## src/rtl/irq_trk_pkg.sv

```systemverilog
package irq_trk_pkg;
   // Meaning of the core event kind bit.
   typedef enum logic {
      EVT_ENTER  = 1'b0,
      EVT_RETURN = 1'b1
   } evt_kind_e;
endpackage

```

## src/rtl/irq_idx_decode.sv

```systemverilog
// Turns a qualified line number into a one-hot strobe; numbers past the last line give zero.
module irq_idx_decode #(
   parameter int NUM_LINES = 8,
   parameter int IDX_W     = 4
) (
   input  logic                 valid_i,
   input  logic [IDX_W-1:0]     idx_i,
   output logic [NUM_LINES-1:0] hot_o
);
   for (genvar i = 0; i < NUM_LINES; i++) begin : g_bit
      assign hot_o[i] = valid_i && (idx_i == IDX_W'(i));
   end
endmodule

```

## src/rtl/irq_line_state.sv

```systemverilog
// State of one line: waiting (pend) and in-service (act) bits.
module irq_line_state #(
   parameter bit IS_PULSE = 1'b0
) (
   input  logic clk,
   input  logic rst_n,
   input  logic sig_i,
   input  logic sw_set_i,
   input  logic sw_clr_i,
   input  logic entry_i,
   input  logic return_i,
   output logic pend_o,
   output logic act_o
);
   logic pend_q, act_q;
   logic pend_n, act_n;
   logic entry_ok, ret_ok;

   assign entry_ok = entry_i & pend_q;
   assign ret_ok   = return_i & act_q;
   assign act_n    = entry_ok | (act_q & ~ret_ok);

   if (IS_PULSE) begin : g_pulse
      logic sig_q;
      logic rise_w;
      logic keep_w;

      always_ff @(posedge clk or negedge rst_n) begin
         if (!rst_n) sig_q <= 1'b0;
         else        sig_q <= sig_i;
      end

      assign rise_w = sig_i & ~sig_q;
      assign keep_w = pend_q & ~entry_ok & ~sw_clr_i;
      assign pend_n = keep_w | rise_w | sw_set_i;

      // a queued request survives the return as plain waiting
      a_r7_ret_keeps_pend: assert property (@(posedge clk) disable iff (!rst_n)
         (return_i && act_q && pend_q && !sw_clr_i) |=> (pend_q && !act_q));
   end else begin : g_level
      logic keep_w;
      assign keep_w = pend_q & ~entry_ok & ~(sw_clr_i & ~sig_i);
      assign pend_n = keep_w | (sig_i & ~act_n) | sw_set_i;

      // clear is blocked while the input is still high
      a_r9_clr_blocked: assert property (@(posedge clk) disable iff (!rst_n)
         (sw_clr_i && sig_i && pend_q && !entry_i) |=> pend_q);
   end

   always_ff @(posedge clk or negedge rst_n) begin
      if (!rst_n) begin
         pend_q <= 1'b0;
         act_q  <= 1'b0;
      end else begin
         pend_q <= pend_n;
         act_q  <= act_n;
      end
   end

   assign pend_o = pend_q;
   assign act_o  = act_q;

   // a new request always has a visible cause one cycle earlier
   a_r1_pend_has_cause: assert property (@(posedge clk) disable iff (!rst_n)
      $rose(pend_q) |-> $past(sig_i | sw_set_i));
   // entry on a waiting line puts it in service
   a_r5_entry_activates: assert property (@(posedge clk) disable iff (!rst_n)
      (entry_i && pend_q) |=> act_q);
   // return on an idle line leaves it out of service
   a_r8_ret_idle_ignored: assert property (@(posedge clk) disable iff (!rst_n)
      (return_i && !act_q && !entry_i) |=> !act_q);
   // clearing never ends service
   a_r10_clr_keeps_act: assert property (@(posedge clk) disable iff (!rst_n)
      (sw_clr_i && act_q && !return_i) |=> act_q);
endmodule

```

## src/rtl/irq_state_tracker.sv

```systemverilog
module irq_state_tracker #(
   parameter int                   NUM_LINES  = 8,
   parameter int                   IDX_W      = $clog2(NUM_LINES) + 1,
   parameter logic [NUM_LINES-1:0] PULSE_MASK = '0
) (
   input  logic                 clk,
   input  logic                 rst_n,
   input  logic [NUM_LINES-1:0] irq_lines,
   input  logic [NUM_LINES-1:0] swi_set,
   input  logic [NUM_LINES-1:0] swi_clr,
   input  logic                 trig_valid,
   input  logic [IDX_W-1:0]     trig_idx,
   input  logic [NUM_LINES-1:0] en_set,
   input  logic [NUM_LINES-1:0] en_clr,
   input  logic                 evt_valid,
   input  logic                 evt_return,
   input  logic [IDX_W-1:0]     evt_idx,
   output logic [NUM_LINES-1:0] pend_o,
   output logic [NUM_LINES-1:0] act_o,
   output logic                 irq_req_o
);
   import irq_trk_pkg::*;

   localparam int MIN_IDX_W = (NUM_LINES > 1) ? $clog2(NUM_LINES) : 1;

   if (NUM_LINES < 1) begin : g_bad_lines
      $error("irq_state_tracker: NUM_LINES must be at least 1");
   end
   if (IDX_W < MIN_IDX_W) begin : g_bad_idx
      $error("irq_state_tracker: IDX_W too narrow for NUM_LINES");
   end

   logic [NUM_LINES-1:0] trig_hot, evt_hot, entry_v, return_v, set_v;
   logic [NUM_LINES-1:0] en_q;
   evt_kind_e            evt_kind;

   assign evt_kind = evt_kind_e'(evt_return);

   irq_idx_decode #(.NUM_LINES(NUM_LINES), .IDX_W(IDX_W)) u_trig_dec (
      .valid_i (trig_valid),
      .idx_i   (trig_idx),
      .hot_o   (trig_hot)
   );

   irq_idx_decode #(.NUM_LINES(NUM_LINES), .IDX_W(IDX_W)) u_evt_dec (
      .valid_i (evt_valid),
      .idx_i   (evt_idx),
      .hot_o   (evt_hot)
   );

   assign entry_v  = (evt_kind == EVT_ENTER)  ? evt_hot : '0;
   assign return_v = (evt_kind == EVT_RETURN) ? evt_hot : '0;
   assign set_v    = swi_set | trig_hot;

   always_ff @(posedge clk or negedge rst_n) begin
      if (!rst_n) en_q <= '0;
      else        en_q <= (en_q & ~en_clr) | en_set;
   end

   for (genvar i = 0; i < NUM_LINES; i++) begin : g_line
      irq_line_state #(.IS_PULSE(PULSE_MASK[i])) u_line (
         .clk      (clk),
         .rst_n    (rst_n),
         .sig_i    (irq_lines[i]),
         .sw_set_i (set_v[i]),
         .sw_clr_i (swi_clr[i]),
         .entry_i  (entry_v[i]),
         .return_i (return_v[i]),
         .pend_o   (pend_o[i]),
         .act_o    (act_o[i])
      );
   end

   assign irq_req_o = |(pend_o & en_q);

   // one trigger write names at most one line
   a_r3_trig_onehot: assert property (@(posedge clk) disable iff (!rst_n)
      $onehot0(trig_hot));
   // one event touches at most one line
   a_r5_evt_onehot: assert property (@(posedge clk) disable iff (!rst_n)
      $onehot0(entry_v | return_v));
   // set strobe enables a waiting line's request next cycle
   a_r4_en_set_wins: assert property (@(posedge clk) disable iff (!rst_n)
      (|(en_set & pend_o & ~swi_clr & ~entry_v)) |=> irq_req_o);
endmodule

```

## config.mk

```make
export PLATFORM = sky130hd
export DESIGN_NAME = irq_state_tracker
export DESIGN_NICKNAME = d
export VERILOG_FILES = /design/src/rtl/irq_trk_pkg.sv /design/src/rtl/irq_idx_decode.sv /design/src/rtl/irq_line_state.sv /design/src/rtl/irq_state_tracker.sv
export SDC_FILE = /design/constraint.sdc
export NUM_CORES = 1
export LEC_CHECK = 0
export BUFFER_PORTS_ARGS = -buffer_cell sky130_fd_sc_hd__buf_2
export CORE_UTILIZATION = 45
export DETAILED_ROUTE_END_ITERATION = 16
export PLACE_DENSITY = 0.8
export SLEW_MARGIN = 20
export SYNTH_ARGS = -nofsm -noshare
export SYNTH_HDL_FRONTEND = slang
export SYNTH_HIERARCHICAL = 1
export SYNTH_SLANG_ARGS = --single-unit
```

## constraint.sdc

```tcl
create_clock -name clk -period 0.8 [get_ports clk]
set_input_delay 0.04 -clock clk [delete_from_list [all_inputs] [get_ports clk]]
set_output_delay 0.04 -clock clk [all_outputs]
set_load 0.01 [all_outputs]
```

After elaboration in Yosys (flattened, before gate mapping):

Index checks and enable logic that the tools add are counted.
Widths: inputs -> output; s select.

* flip-flop bits (word level): 24
* input bits: 53
* output and inout port bits: 17
* word-level logic and storage cells: 177

* eq/ne operators: 14
* multiplexer cells: 2
* bitwise gates (word level): 125
* reductions and logical operators: 19

Operators by type and width (number)
* $and 1x1->1: 56
* $not 1->1: 40
* $eq 4x3->1 const B: 8
* $or 1x1->1: 24
* $and 8x8->8: 2
* $eq 4x2->1 const B: 4
* $logic_and 1x1->1: 16
* $mux 8: 2
* $or 8x8->8: 2
* $eq 4x1->1 const B: 2
* $logic_not 4->1: 2
* $not 8->8: 1
* $reduce_or 8->1: 1

Depth between registers and ports, before layout:

Gate-level depths: netlist of run 1.

* word-level depth: 11
* gate-level depth with buffers: 6

Modules after synthesis:

The synthesis of run 1 kept the hierarchy.

Modules (own cells, without submodules)
* irq_line_state: times used 8, cells an instance 10, area each 87.6 sq um
* irq_state_tracker: times used 1, cells an instance 54, area each 495.5 sq um
* irq_idx_decode: times used 2, cells an instance 13, area each 72.6 sq um

Worst setup path after synthesis of run 1:

No wires, ideal clock.

* kind: input port to flip-flop
* start point: input evt_idx[3]
* end point: register g_line[0].u_line.pend_q
* setup time: 125 ps
* data arrival time: 928 ps
* data required time: 675 ps
* setup slack: -253 ps
* stages on the path: 6
* path buffers: 0
* path through: or3b_4 nor3_2 and2b_1 inv_1 a31oi_1 o21ai_1

* elaborated cells on any way between the ends: 16
* those cells by class: mux (2); bitwise (12); reduce/logical (2)

RTL lines
* start, declared: RTL line irq_state_tracker.sv:17 `input logic [IDX_W-1:0] evt_idx,`
* $logic_not 4->1 (*): RTL line irq_idx_decode.sv:11 `assign hot_o[i] = valid_i && (idx_i == IDX_W'(i));`
* $logic_and 1x1->1 (*): RTL line irq_idx_decode.sv:11
* net evt_hot[0]: RTL line irq_state_tracker.sv:33 `logic [NUM_LINES-1:0] trig_hot, evt_hot, entry_v, return_v, set_v;`
* $mux 8 (*): RTL line irq_state_tracker.sv:51 `assign entry_v = (evt_kind == EVT_ENTER) ? evt_hot : '0;`
* net entry_v[0]: RTL line irq_state_tracker.sv:33
* $and 1x1->1 (*): RTL line irq_line_state.sv:19 `assign entry_ok = entry_i & pend_q;`
* $not 1->1 / $or 1x1->1 (equally long branches): RTL line irq_line_state.sv:42, irq_line_state.sv:21
* $and 1x1->1 / $not 1->1 (equally long branches): RTL line irq_line_state.sv:42, irq_line_state.sv:43
* $and 1x1->1 (on tied branches): RTL line irq_line_state.sv:42, irq_line_state.sv:43
* $or 1x1->1 (*) (2 in a row): RTL line irq_line_state.sv:43 `assign pend_n = keep_w | (sig_i & ~act_n) | sw_set_i;`
* net g_line[0].u_line.pend_n: RTL line irq_line_state.sv:16 `logic pend_n, act_n;`
* end signal, assigned: RTL line irq_line_state.sv:55 `pend_q <= pend_n;`
* end, declared: RTL line irq_line_state.sv:15 `logic pend_q, act_q;`

Mark *: on every way through the listed nets, which the timed path passes. The rest lies on a longest branch.

Worst setup path after layout of run 1:

* start point: register g_line[4].u_line.pend_q
* end point: output irq_req_o

* longest elaborated chain between the ends: 2

RTL lines
* start, declared: RTL line irq_line_state.sv:15
* start signal, assigned: RTL line irq_line_state.sv:55
* $and 8x8->8: RTL line irq_state_tracker.sv:74 `assign irq_req_o = |(pend_o & en_q);`
* $reduce_or 8->1: RTL line irq_state_tracker.sv:74
* end, declared: RTL line irq_state_tracker.sv:20 `output logic irq_req_o`

Every way passes these cells.

==> results of run 1 <==
cells in the final DEF (no fill, tap or decap), types with 3 or more instances in the layout:
cell type,instances
buf_6,23
and2_1,8
a21o_1,8
and2b_1,6
o21ai_2,8
buf_2,60
dlygate4sd3_1,25
nand2_2,5
clkbuf_4,3
nor2_1,9
o21ai_1,8
inv_1,31
a31oi_1,6
nand2b_1,12
nand2_1,4
or2_2,8
buf_4,9
a22oi_2,3
dfrtp_1,24
final timing paths:
path	cells past startpoint	from	slack (ps)	endpoint
min in group asynchronous	3	rst_n	170	g_line[6].u_line/pend_o$_DFF_PN0_
min	4	swi_set[2]	7	g_line[2].u_line/pend_o$_DFF_PN0_
min reg2reg	1	en_q[2]$_DFF_PN0_	500	en_q[2]$_DFF_PN0_
max	3	g_line[4].u_line/pend_o$_DFF_PN0_	-500	irq_req_o
max reg2reg	4	g_line[4].u_line/pend_o$_DFF_PN0_	-270	g_line[4].u_line/pend_o$_DFF_PN0_
max in group asynchronous	3	rst_n	480	g_line[0].u_line/pend_o$_DFF_PN0_
cells in the mapped netlist:
cell and instances:
dfrtp_1 24, or2_2 8, and2b_1 6, inv_1 32
and2_1 8, nand4_1 1, o21ai_1 16, nand2b_1 12
buf_6 1, a22oi_1 4, nor2b_1 2, a21o_1 8
nor3_2 2, nor3_1 2, or3b_4 2, a31oi_1 8
nor2_1 12, nand3b_1 2, nand2_1 10
worst max-delay path: stages (launching register included):
cell and delay (ps):
dfrtp_1 420, a22oi_2 250, nand4_1 110, buf_2 150
layout make-up:
type,count,area (sq um),area share
multi-input combinational,103,727,0.300
tap,31,38.8,0.0160
sequential,24,601,0.248
timing repair buffer,118,897,0.371
inverter,32,120,0.0496
clock buffer,4,36.3,0.0150
per-layer routing:
metal,vias to the layer above,global-route usage,wire [um]
met5,-,0,0
met4,0,0.129,310
met3,34,0.0530,544
met2,139,0.482,2690
met1,809,0.319,2070
li1,754,-,-
what timing repair did:
action / in CTS / in global routing
resized for setup: 33 / 18
pin swaps: 5 / 4
endpoints found under the hold margin: 40 / 0
hold buffers: 25 / 0
buffers inserted: 3 / 5
setup endpoints to repair: 25 / 30
registers in the layout, summed over array words and instances (netlist names):
register and count:
g_line.u_line/pend_o 8, en_q 8, g_line.u_line/act_o 8
logic make-up after synthesis:
| kind of cell | Yosys count |
|---|---|
| flip-flops | 24 |
| buffers and inverters | 33 |
| AO/OA/AOI/OAI | 36 |
| AND/OR/NAND/NOR | 67 |
where the power goes:
group | switching (mW) | leakage (nW) | internal, mW
sequential | 0.106 | 0.255 | 1.37
combinational | 0.559 | 0.932 | 0.668
clock | 0.398 | 0.0210 | 0.278
==> impl_metrics.yaml, run 1 <==
die:
  initial_core_util: 0.482
  rows: 19
  core_area_sq_mm: 0.00278
  chipWidth_um: 56.6
  die_h_um: 56.6
  ios: 70
  fp.dieArea_sq_mm: 0.00320
grt:
  grt_pass1_wl_mm: 6.76
  antenna_found_initial: 0
  grt_start_max_net_pins: 25
  grt_usage: 0.275
  overflow: 0
  grt_pass1_vias: 1627
hold_path:
  hp-class: "input pin to register"
yosys:
  synthAdderAreaFrac: 0
  syn_avg_cell_area_sq_um: 8.38
  ys_seq_area_frac: 0.448
  yosys.area.top_type_share: 0.448
  synthMuxAreaShare: 0
  netlist_top_cells_area: "dfrtp_1 45%, inv_1 9.0%, o21ai_1 6.0%, nand2b_1 5.6%, a21o_1 4.5%"
  synth_cell_types: 19
  synth_cells: 160
  ys_ff_latch: 24
  synth_top_family_by_area: "simple AND/OR/NAND/NOR gates"
  yosysTopAreaCell: "dfrtp_1"
  syn-cell-area_sq_mm: 0.00134
  synth_compound_area_frac: 0.164
  synth-simple-area-share: 0.290
  ys_warn_count: 6
  syn_nets: 213
  synth_xor_area_frac: 0
clock_tree:
  clock_sinks: 24
  cts_tree: "yes"
  clock_path_buffers: 2
  clkTransAtPathRegs_ps: 150
  cts-root-buf: "clkbuf_4"
  htree_levels: 1
  cts_inserted_buffers: 3
  clk_latency_ps: 320
power:
  finalPower_mw: 3.38
  leakage_nw: 1.21
  vdd.ir_drop.worst_v: 0.00133
  p_per_area_mw_per_mm2: 1400
status:
  violations: "setup timing"
  run_status: "finished, violations left"
worst_setup_path:
  end_kind: "output port"
  arrival_ps: 1260
  crit_required_ps: 760
  cp-start-kind: "register"
  critical_path_class: "register to output port"
  crit_path_max_fanout: 2
route:
  wl_per_cell_um: 18.0
  num_vias: 1736
  drtAntennaViolNets: 0
  dr.pass1.iters: 4
  drc: 0
  drtIter0Drc: 110
  vias_per_cell: 5.56
  routed_wl_mm: 5.62
sta:
  period_share: 1.62
  max_slew_margin: 0.809
  tightest_slew_ps: 284
  drv_slew: 0
  max_freq_mhz: 772
  setup_tns_ps: -5350
  hold_slack_ps: 6.96
  rsz0062_at_grt: "true"
  setup_violations: 33
  layout_setup_ws_ps: -496
  period_minus_slack_ps: 1300
  finalClockSkew_ps: 9.83
  hold_viol: 0
placement:
  hpwl_mm: 2.44
  placement.cell_area_sq_mm: 0.00185
  pre_cts_ws_ps: -450
  place_inst: 275
  gp_congestion: 0.782
  io_buffers: 69
cells_and_area:
  fin_util: 0.870
  layout.nets: 335
  final_cell_count_no_fill: 312
  diodes: 0
  drive_gt1_frac: 0.477
  fillCellCount: 120
  final_area_sq_mm: 0.00242
  area_growth_pct: 80.4
flow_run:
  drv_cap: 0
(Power assumes the default switching activity.)
==> run 2, diff against run 1 <==
--- a/config.mk
+++ b/config.mk
@@ -5,8 +5,9 @@
 export SDC_FILE = /design/constraint.sdc
 export NUM_CORES = 1
 export LEC_CHECK = 0
+export ABC_AREA = 1
 export BUFFER_PORTS_ARGS = -buffer_cell sky130_fd_sc_hd__buf_2
-export CORE_UTILIZATION = 45
+export CORE_UTILIZATION = 47
 export DETAILED_ROUTE_END_ITERATION = 16
 export PLACE_DENSITY = 0.8
 export SLEW_MARGIN = 20
==> run 2 against run 1 <==
Compared with the run above:
- the run ends with hold timing, setup timing left
- clock-buffer cell count shrank 1
- global-route usage decreased by 2.6 points
- core utilization down 5.8 points
- synthesized area is 18% higher
- total power decreased by 6.5%
- setup slack improved by 29 ps
- die area grew 13%
- combinational power down 3%
- non-clock buffer count decreased by 2
- fmax increased by 2.3%
- clock power fell by 22%
- largest cell class unchanged
- largest power group unchanged
- highest routed layer unchanged
==> impl_metrics.yaml, run 2 <==
status:
  run_status: "finished, violations left"
  violations: "hold timing, setup timing"
sta:
  period_share: 1.58
  hold_viol: 1
  setup_tns_ps: -3720
  drv_slew: 0
  period_minus_slack_ps: 1270
  setup_violations: 28
  finalClockSkew_ps: 0.628
  max_slew_margin: 0.641
  layout_setup_ws_ps: -467
  rsz0062_at_grt: "true"
  tightest_slew_ps: 539
  max_freq_mhz: 789
  hold_slack_ps: -1.06
worst_setup_path:
  crit_path_top_delay_cell: "dfrtp_1"
  crit_required_ps: 760
  reg2reg_slack_ps: -190
  r2r-end: "g_line[2].u_line/pend_o$_DFF_PN0_"
  r2r_start: "g_line[2].u_line/pend_o$_DFF_PN0_"
  worstPathCellList: "nand2_1 -> nand2_1 -> nor2_2 -> nand2_1 -> buf_2"
  crit_top_cell: "nand2_1"
  cp-start-kind: "register"
  end_kind: "output port"
  r2r_cells: 6
  critical_path_class: "register to output port"
  arrival_ps: 1230
  crit_path_max_fanout: 2
  cpPeakStageDelay_ps: 430
yosys:
  synth-simple-area-share: 0.418
  synth_cells: 229
  syn_avg_cell_area_sq_um: 6.92
  syn_nets: 282
  synth_top_family_by_area: "simple AND/OR/NAND/NOR gates"
  synth_cell_types: 9
  yosys.area.top_type_share: 0.379
  synthAdderAreaFrac: 0
  synth_ff_type: "dfrtp_1"
  ys_seq_area_frac: 0.379
  yosysTopAreaCell: "dfrtp_1"
  synth.most_common_cell: "nand2_1"
  synth_edf_count: 0
  synth_compound_area_frac: 0.0379
  synthTopCellsByCount: "69 x nand2_1, 64 x inv_1, 24 x dfrtp_1, 24 x nor2_1, 20 x nand3_2"
  ys_warn_count: 6
  synth_xor_area_frac: 0
  synthArstFlopShare: 1.00
  ys_ff_latch: 24
  synthMuxAreaShare: 0
  syn-cell-area_sq_mm: 0.00159
  netlist_top_cells_area: "dfrtp_1 38%, nand2_1 16%, inv_1 15%, nand3_2 13%, nor2_1 5.7%"
grt:
  grt_pass1_vias: 1582
  grt_usage: 0.249
  grt_pass1_wl_mm: 6.51
  grt_start_max_net_pins: 25
  antenna_found_initial: 0
  overflow: 0
die:
  fp.dieArea_sq_mm: 0.00361
  core_area_sq_mm: 0.00313
  chipWidth_um: 60.1
  initial_core_util: 0.507
  rows: 20
  die_h_um: 60.1
  ios: 70
hold_path:
  hold-path-cell-count: 4
  worstHoldStart: "swi_set[3]"
  hp-class: "input pin to register"
  hold_path_end: "g_line[3].u_line/pend_o$_DFF_PN0_"
cells_and_area:
  fillCellCount: 227
  final_cell_count_no_fill: 390
  layout.nets: 401
  area_growth_pct: 60.3
  fin_util: 0.812
  diodes: 0
  final_area_sq_mm: 0.00254
  drive_gt1_frac: 0.451
  final_common_cell: "buf_2"
  final_cell_mix: "61 x buf_2, 59 x nand2_1, 56 x inv_1, 26 x dlygate4sd3_1, 24 x dfrtp_1"
power:
  leakage_nw: 1.48
  vdd.ir_drop.worst_v: 0.000751
  p_per_area_mw_per_mm2: 1240
  finalPower_mw: 3.16
route:
  drc: 0
  num_vias: 1747
  drtIter0Drc: 59
  dr.pass1.iters: 4
  drtAntennaViolNets: 0
  vias_per_cell: 4.48
  routed_wl_mm: 4.57
  wl_per_cell_um: 11.7
placement:
  io_buffers: 69
  gp_congestion: 0.813
  placement.cell_area_sq_mm: 0.00203
  place_inst: 347
  hpwl_mm: 2.80
clock_tree:
  cts_inserted_buffers: 3
  cts-root-buf: "clkbuf_4"
  clock_path_buffers: 2
  clock_sinks: 24
  htree_levels: 1
  cts_tree: "yes"
  clkTransAtPathRegs_ps: 130
  clk_latency_ps: 320
flow_run:
  drv_cap: 0
==> run 2: cell count changes in the layout (fill, tap and decap cells not counted), moves of 12 or more <==
cell,change
inv_1,+25
nand2_1,+55
nand2b_1,-12
nand3_2,+20
nor2_2,+15
==> run 2: worst max path at each step <==
| stage | start | endpoint | slack (ps) | depth (start not counted) |
|---|---|---|---|---|
| 6_report | g_line[2].u_line/pend_o$_DFF_PN0_ | irq_req_o | -470 | 5 |
| 5_1_grt | g_line[2].u_line/pend_o$_DFF_PN0_ | irq_req_o | -540 | 5 |
| 4_1_cts | g_line[1].u_line/pend_o$_DFF_PN0_ | irq_req_o | -420 | 5 |
| 3_5_place_dp | evt_idx[3] | g_line[6].u_line/pend_o$_DFF_PN0_ | -230 | 9 |
| 3_3_place_gp | evt_idx[3] | g_line[6].u_line/pend_o$_DFF_PN0_ | -220 | 9 |
| 2_1_floorplan | evt_idx[3] | g_line[0].u_line/pend_o$_DFF_PN0_ | 0.5 | 8 |
==> run 2: kinds of logic after synthesis <==
logic type	count (synthesis)
compound gates	8
buf+inv	66
flops	24
simple gates	131
==> run 2: power breakdown <==
part           switching (mW)  internal [mW]  leakage (nW)  total (mW)
Combinational           0.569          0.619          1.21        1.19
Clock                   0.351          0.176        0.0138       0.528
Sequential             0.0862           1.36         0.259        1.44
Total                    1.01           2.15          1.48        3.16
==> run 2: critical path: cells and delay by family, from the launching register on <==
family	cells	cell delay [ps]
buffers and inverters	1	140
flip-flops	1	430
AND/OR/NAND/NOR	4	350
==> run 2: timing repair <==
action                     CTS  global route
hold endpoints to repair    40             1
hold buffers                25             1
cloned                       0             0
setup endpoints to repair   21            31
buffers inserted             6            13
gates resized for setup     11            29
pin swaps                    2            14
==> run 2: layout make-up <==
class                   count  area (sq um)  share of cell area
flip-flops and latches     24           601               0.236
clock buffers               3          22.5             0.00886
well taps                  44          55.1              0.0217
multi-input cells         139           779               0.307
inverters                  64           240              0.0945
repair buffers            116           843               0.332
==> run 2: metal layers <==
layer | wire [um] | track usage
met1 | 1890 | 0.305
met2 | 2380 | 0.430
met3 | 178 | 0.0325
met4 | 116 | 0.116
met5 | 0 | 0
==> run 2: stage by stage <==
| stage | setup WS [ps] | hold WS, ps |
|---|---|---|
| floorplan | 0.487 | -256 |
| global placement | -223 | 56.7 |
| detailed placement | -229 | 52.8 |
| CTS | -416 | -7.12 |
| global route | -541 | -4.06 |
| finish | -467 | -1.06 |
